[src/rtl/lcdseg_pkg.sv]
package lcdseg_pkg;
  typedef struct packed {
    logic loadEn;     // capture bcdIn into the digit store
    logic phaseNext;  // phase value the registers take at this edge
  } ctrlStrobe_t;

  localparam int SEG_COUNT = 7;
  localparam int DIGIT_W   = 4;
endpackage

[src/rtl/lcdseg_ctrl.sv]
module lcdseg_ctrl
  import lcdseg_pkg::*;
#(
  parameter int HALF_PERIOD = 4
) (
  input  logic        clk,
  input  logic        rst,
  input  logic        latchOpen,
  input  logic        tickEn,
  output ctrlStrobe_t strobe,
  output logic        backplane
);
  localparam int CW = (HALF_PERIOD > 1) ? $clog2(HALF_PERIOD) : 1;
  localparam logic [CW-1:0] LAST = CW'(HALF_PERIOD - 1);

  logic [CW-1:0] divCount;
  logic          phaseReg;
  logic          wrapNow;

  assign wrapNow = tickEn && (divCount == LAST);

  always_ff @(posedge clk) begin
    if (rst) begin
      divCount <= '0;
      phaseReg <= 1'b0;
    end else if (tickEn) begin
      divCount <= wrapNow ? '0 : divCount + 1'b1;
      if (wrapNow) phaseReg <= ~phaseReg;
    end
  end

  always_comb begin
    strobe.loadEn    = latchOpen;
    strobe.phaseNext = wrapNow ? ~phaseReg : phaseReg;
  end

  assign backplane = phaseReg;


  div_range_chk: assert property (@(posedge clk) disable iff (rst)
    divCount <= LAST);


  phase_hold_chk: assert property (@(posedge clk) disable iff (rst)
    !tickEn |=> $stable(phaseReg));
endmodule

[src/rtl/lcdseg_datapath.sv]
module lcdseg_datapath
  import lcdseg_pkg::*;
(
  input  logic                 clk,
  input  logic                 rst,
  input  ctrlStrobe_t          strobe,
  input  logic [DIGIT_W-1:0]   bcdIn,
  input  logic                 blankIn,
  output logic [SEG_COUNT-1:0] segOut
);
  logic [DIGIT_W-1:0]   digitReg;
  logic                 validReg;
  logic [SEG_COUNT-1:0] litMask;
  logic [SEG_COUNT-1:0] segReg;

  always_ff @(posedge clk) begin
    if (rst) begin
      digitReg <= '0;
      validReg <= 1'b0;
    end else if (strobe.loadEn) begin
      digitReg <= bcdIn;
      validReg <= 1'b1;
    end
  end

  always_comb begin
    unique case (digitReg)
      4'd0:    litMask = 7'h3F;
      4'd1:    litMask = 7'h06;
      4'd2:    litMask = 7'h5B;
      4'd3:    litMask = 7'h4F;
      4'd4:    litMask = 7'h66;
      4'd5:    litMask = 7'h6D;
      4'd6:    litMask = 7'h7D;
      4'd7:    litMask = 7'h07;
      4'd8:    litMask = 7'h7F;
      4'd9:    litMask = 7'h6F;
      default: litMask = 7'h00;
    endcase
    if (blankIn || !validReg) litMask = '0;
  end

  always_ff @(posedge clk) begin
    if (rst) segReg <= '0;
    else     segReg <= litMask ^ {SEG_COUNT{strobe.phaseNext}};
  end

  assign segOut = segReg;


  hold_chk: assert property (@(posedge clk) disable iff (rst)
    !strobe.loadEn |=> $stable(digitReg));


  blank_chk: assert property (@(posedge clk) disable iff (rst)
    blankIn |=> segReg == {SEG_COUNT{$past(strobe.phaseNext)}});


  illegal_chk: assert property (@(posedge clk) disable iff (rst)
    (digitReg > 4'd9) |=> segReg == {SEG_COUNT{$past(strobe.phaseNext)}});
endmodule

[src/rtl/lcdseg_driver.sv]
module lcdseg_driver
  import lcdseg_pkg::*;
#(
  parameter int HALF_PERIOD = 4
) (
  input  logic       clk,
  input  logic       rst,
  input  logic [3:0] bcdIn,
  input  logic       latchOpen,
  input  logic       blankIn,
  input  logic       tickEn,
  output logic [6:0] segOut,
  output logic       backplane
);
  ctrlStrobe_t strobe;

  lcdseg_ctrl #(.HALF_PERIOD(HALF_PERIOD)) ctrlInst (
    .clk(clk), .rst(rst), .latchOpen(latchOpen), .tickEn(tickEn),
    .strobe(strobe), .backplane(backplane)
  );

  lcdseg_datapath dpInst (
    .clk(clk), .rst(rst), .strobe(strobe), .bcdIn(bcdIn),
    .blankIn(blankIn), .segOut(segOut)
  );


  seg_phase_chk: assert property (@(posedge clk) disable iff (rst)
    $past(blankIn) |-> segOut == {7{backplane}});
endmodule

[config.mk]
export PLATFORM = sky130hd
export DESIGN_NAME = lcdseg_driver
export DESIGN_NICKNAME = d
export VERILOG_FILES = /design/src/rtl/lcdseg_pkg.sv /design/src/rtl/lcdseg_ctrl.sv /design/src/rtl/lcdseg_datapath.sv /design/src/rtl/lcdseg_driver.sv
export SDC_FILE = /design/constraint.sdc
export NUM_CORES = 1
export LEC_CHECK = 0
export BUFFER_PORTS_ARGS = -buffer_cell sky130_fd_sc_hd__buf_2
export CORE_MARGIN = 2
export CORE_UTILIZATION = 40
export DETAILED_ROUTE_END_ITERATION = 16
export PLACE_DENSITY = 0.63
export SLEW_MARGIN = 20
export SYNTH_ARGS = -nofsm -noshare
export SYNTH_HDL_FRONTEND = slang
export SYNTH_SLANG_ARGS = --single-unit
export TNS_END_PERCENT = 30
[constraint.sdc]
create_clock -name clk -period 1.65 [get_ports clk]
set_input_delay 0.0825 -clock clk [delete_from_list [all_inputs] [get_ports clk]]
set_output_delay 0.0825 -clock clk [all_outputs]
set_load 0.1 [all_outputs]
==> flow_summary.toml, run 1 <==
[cts]
cts_tree = "yes"
max-clock-path-buffers = 2
cts.clk_slew.worst_paths_ns = 0.11
h-tree-depth = 1
cts_inserted_buffers = 3
postCtsSetupBuffers = 0
cts_root_buf = "clkbuf_4"
cts_resized = 0
cts.sinks = 22
cts_hold_buffers = 0
clock_latency_ns = 0.31

[floorplanning]
die_y_um = 58.1
rows = 19
ioPinCount = 17
die_x_um = 58.1
die_area_sq_um = 3380
initial_core_util_pct = 42.2
coreArea_sq_um = 2780

[route]
wire_per_inst_um = 12.3
route.detailed.drc = 0
antenna_left = 0
viasPerCell = 5.04
drt_iter0_drc = 25
vias = 787
wl_mm = 1.92
drt_first_pass_iters = 4

[synthesis]
ys_types = 30
syn_nets = 122
synth_enable_flop_cells = 0
netlist_area_sq_um = 1170
synth_top_area_share_pct = 37.6
synth_most_common_cell = "dfxtp_1"
ys.flop_type = "dfxtp_1"
synth_seq_area_share_pct = 37.6
ys_warn_count = 0
synth_area_leader_cell = "dfxtp_1"
synthTopCellsByArea = "dfxtp_1 38%, xnor3_1 13%, ha_1 7.5%"
syn_inst = 106
synthArstFlopShare_pct = 0
synthTopCellsByCount = "22 x dfxtp_1, 20 x nor2_1, 7 x and3b_1, 7 x ha_1, 7 x xnor3_1"
synth_area_per_cell_sq_um = 11.1
ys_ff_latch = 22

[finish]
antenna_cells = 0
layout-drive-gt1-share_pct = 26.4
area_growth_pct = 14.1
fin_nets = 142
fin_area_sq_um = 1340
utilization_pct = 48.1
nFillCells = 257

[sta]
worst_slew_pin_slew_ns = 0.485
slew_viol_final = 0
fmax_ghz = 0.692
hold_viol_final = 0
clock_skew_ns = 0.0100
rsz0062_at_grt = "no"
period_minus_slack_ns = 1.44
fin_crit_sh_pct = 87.6
setup_viol_count_final = 0
setup_tns_ns = 0
max_slew_margin_pct = 67.9

[critical_path]
critPathCaptureType = "register"
r2r-start = "dpInst.digitReg[1]$_SDFFE_PP0P_"
crit_fanout = 3
r2r_slack_ns = 0.21
critPathKind = "reg -> reg"
r2r_cells = 6
cp.arrival_ns = 1.63
startpoint_type = "register"
worstPathRequired_ns = 1.84
startpoint = "dpInst.digitReg[1]$_SDFFE_PP0P_"

[global_routing]
antenna_found_initial = 0
first_global_vias = 735
gr-total-overflow = 0
grt_max_degree = 14
grt_util_all_layers_pct = 12.5
grt_pass1_wl_mm = 3.19

[placed_design]
placed_area_sq_um = 1280
io_buffers = 16
gp_congestion = 0.799
dp_hpwl_mm = 1.55

[power]
ir_drop_mv = 0.658
p_leak_nw = 0.631
power.density_nw_per_um2 = 919

[flow_run]
cap_violations = 0

[run_status]
status = "finished clean"

[worst_hold_path]
worstHoldPathType = "in -> reg"
[per-layer routing]
layer  vias up  wire [um]  GRT usage (%)
met4         0         17           2.99
li1        409          -              -
met5         -          0              0
met2        13       1020           24.7
met1       363        811           12.5
met3         2         67           4.02
[cells in the final DEF (no fill, tap or decap), types with 2 or more instances in the layout]
master and n:
buf_4 5, buf_2 16, dfxtp_1 21, o221ai_1 3, o21bai_1 3, mux2i_1 6
inv_1 4, and3b_1 7, ha_1 7, o31ai_1 2, xnor3_1 7, clkbuf_4 3
xor2_1 2, nor2_1 20, a21oi_1 3
[worst min-delay path by stage]
stage                      start                                end  slack (ns)  cells after the start
after floorplan           tickEn  ctrlInst.divCount[0]$_SDFFE_PP0P_        0.23                      2
final                        rst    dpInst.digitReg[1]$_SDFFE_PP0P_        0.05                      2
after detailed placement     rst    dpInst.digitReg[1]$_SDFFE_PP0P_        0.37                      2
after global placement       rst    dpInst.digitReg[1]$_SDFFE_PP0P_        0.37                      2
after global routing         rst    dpInst.digitReg[1]$_SDFFE_PP0P_        0.04                      2
after CTS                    rst    dpInst.digitReg[1]$_SDFFE_PP0P_        0.03                      2
[report_power, final]
group	switching [mW]	internal (mW)	leakage [nW]	total (mW)
combinational	0.148	0.0904	0.421	0.238
sequential	0.0164	0.571	0.182	0.587
clock	0.159	0.246	0.0279	0.404
[worst max-delay path: stages, from the launching register on]
cell and delay [ns]:
dfxtp_1 0.39, mux2i_1 0.12, nor2_1 0.14, inv_1 0.10, ha_1 0.30, a211oi_1 0.22, a21oi_1 0.08
[per-stage QoR]
step / hold slack [ns] / total power [mW] / cells / setup slack (ns)
final: 0.0477 / 1.23 / 156 / 0.205
after global routing: 0.0436 / 1.28 / 156 / 0.114
after CTS: 0.0312 / 1.25 / 156 / 0.223
after detailed placement: 0.369 / 0.841 / 152 / 0.248
after global placement: 0.370 / 0.834 / 152 / 0.298
after floorplan: 0.234 / 0.786 / 106 / 0.143
[logic make-up (layout without fill, tap and decap cells)]
logic type / count (synthesis) / in the layout / synth area share, %
buffers and inverters: 10 / 29 / 5.12
adders and majority gates: 7 / 7 / 7.47
muxes: 7 / 7 / 6.30
and+or+nand+nor: 35 / 35 / 18.0
DFF: 22 / 22 / 37.6
xor gates and xnor gates: 10 / 10 / 15.7
AOI/OAI and AO/OA: 15 / 15 / 9.82
[layout make-up]
type | count | area, sq um | share of cell area [%]
Clock buffer | 3 | 22.5 | 1.68
Multi-Input combinational cell | 74 | 672 | 50.2
Timing Repair Buffer | 21 | 118 | 8.79
Tap cell | 31 | 38.8 | 2.90
Inverter | 4 | 15.0 | 1.12
Clock inverter | 1 | 30.0 | 2.25
Sequential cell | 22 | 442 | 33.0
Power figures use the tool's default switching activity.
==> run 2, diff against run 1 <==
--- a/config.mk
+++ b/config.mk
@@ -6,9 +6,11 @@
 export NUM_CORES = 1
 export LEC_CHECK = 0
 export BUFFER_PORTS_ARGS = -buffer_cell sky130_fd_sc_hd__buf_2
+export CORE_ASPECT_RATIO = 0.9
 export CORE_MARGIN = 2
 export CORE_UTILIZATION = 40
 export DETAILED_ROUTE_END_ITERATION = 16
+export GPL_TIMING_DRIVEN = 0
 export PLACE_DENSITY = 0.63
 export SLEW_MARGIN = 20
 export SYNTH_ARGS = -nofsm -noshare
==> constraint.sdc (replaced) <==
create_clock -name clk -period 1.6 [get_ports clk]
set_input_delay 0.08 -clock clk [delete_from_list [all_inputs] [get_ports clk]]
set_output_delay 0.08 -clock clk [all_outputs]
set_load 0.1 [all_outputs]
==> flow_summary.toml, run 2 (synthesis gave the netlist of run 1 again) <==
[cts]
clock_latency_ns = 0.30
cts_tree = "yes"
cts_root_buf = "clkbuf_4"
cts.clk_slew.worst_paths_ns = 0.12
cts_hold_buffers = 0
cts.sinks = 22
cts_inserted_buffers = 3
h-tree-depth = 1
max-clock-path-buffers = 2

[sta]
clock_skew_ns = 0.00288
slew_viol_final = 0
rsz0062_at_grt = "no"
period_minus_slack_ns = 1.46
worst_slew_pin_slew_ns = 0.485
fmax_ghz = 0.684
fin_crit_sh_pct = 91.4
fin_ws_ns = 0.137
max_slew_margin_pct = 67.9
setup_viol_count_final = 0
hold_viol_final = 0

[finish]
finalNonFillerCells = 167
utilization_pct = 49.0
fin_nets = 144
most-common-layout-cells = "20 x dfxtp_1, 19 x nor2_1, 18 x buf_2"
area_growth_pct = 15.8
antenna_cells = 0
layout-drive-gt1-share_pct = 29.1
fin_area_sq_um = 1360
layout_commonest_cell = "dfxtp_1"

[critical_path]
cp.arrival_ns = 1.67
cp_top_family = "flip-flops"
r2r-start = "dpInst.digitReg[1]$_SDFFE_PP0P_"
worst-path-buf-inv = 1
crit_fanout = 4
slowest_stage = "dfxtp_2"
cp_cell_sequence = "mux2i_2 -> nor2_2 -> inv_1 -> ha_1 -> a211oi_1 -> a21oi_1"
critPathKind = "reg -> reg"
startpoint_type = "register"
critPathCaptureType = "register"
slowest_delay_ns = 0.38
startpoint = "dpInst.digitReg[1]$_SDFFE_PP0P_"
worstPathRequired_ns = 1.80

[route]
viasPerCell = 4.88
drt_iter0_drc = 19
vias = 815
wire_per_inst_um = 11.8
wl_mm = 1.97
antenna_left = 0
drt_first_pass_iters = 4
route.detailed.drc = 0

[power]
power.density_nw_per_um2 = 856
finalPower_mw = 1.16
p_leak_nw = 0.631
ir_drop_mv = 0.309

[worst_hold_path]
min_from = "tickEn"
worstHoldPathType = "in -> reg"

[placed_design]
dp_hpwl_mm = 1.51
io_buffers = 15
placed_cells = 161
placed_area_sq_um = 1300
gp_congestion = 0.821
dp_slack_ns = -0.0789

[floorplanning]
coreArea_sq_um = 2770
die_y_um = 55.4
die_area_sq_um = 3380
rows = 18
die_x_um = 61.1
initial_core_util_pct = 42.3
ioPinCount = 17

[global_routing]
antenna_found_initial = 0
grt_max_degree = 13
first_global_vias = 749
grt_util_all_layers_pct = 12.4
gr-total-overflow = 0
grt_pass1_wl_mm = 3.19

[run_status]
status = "finished clean"

[flow_run]
cap_violations = 0
run 2: worst register-to-register path: stages (launching register included):
cell and delay [ns]:
dfxtp_2 0.38, mux2i_2 0.10, nor2_2 0.20, inv_1 0.11, ha_1 0.30, a211oi_1 0.21, a21oi_1 0.06
run 2: final timing paths:
path | endpoint | slack (ns) | cells after the start
max reg2reg | register | 0.14 | 6
min reg2reg | dpInst.digitReg[0]$_SDFFE_PP0P_ | 0.53 | 2
max | register | 0.14 | 6
min | ctrlInst.divCount[1]$_SDFFE_PP0P_ | 0.06 | 3
run 2: routing by layer:
| metal | vias to the layer above | part of all wire [%] | track usage, % |
|---|---|---|---|
| li1 | 413 | - | - |
| met1 | 388 | 48 | 16.3 |
| met2 | 12 | 49 | 19.0 |
| met3 | 2 | 2.0 | 2.11 |
| met4 | 0 | 1.1 | 6.52 |
| met5 | - | 0 | 0 |
run 2: metrics by stage:
| step | hold WS, ns | TNS (ns) |
|---|---|---|
| detailed placement | 0.374 | -0.131 |
| global route | 0.0634 | 0 |
| floorplan | 0.232 | 0 |
| global placement | 0.370 | -0.0842 |
| finish | 0.0588 | 0 |
| CTS | 0.0534 | 0 |
run 2: timing repair:
action | in CTS | in global routing
gates cloned | 0 | 0
buffers inserted | 0 | 2
resized for setup | 1 | 2
pin swaps | 0 | 1
endpoints found under the setup margin | 2 | 2
run 2: final cells by class:
type                       instances  area (sq um)
buffer                             6          45.0
clock buffer                       4          36.3
fill                             255          1410
inverter                           4          15.0
multi-input combinational         74           678
sequential                        22           443
tap                               40          50.0
timing repair buffer              17          90.1
run 2: power breakdown:
part / total (mW) / switching, mW / internal (mW)
clock network: 0.307 / 0.168 / 0.139
logic: 0.249 / 0.155 / 0.0942
registers: 0.606 / 0.0174 / 0.589
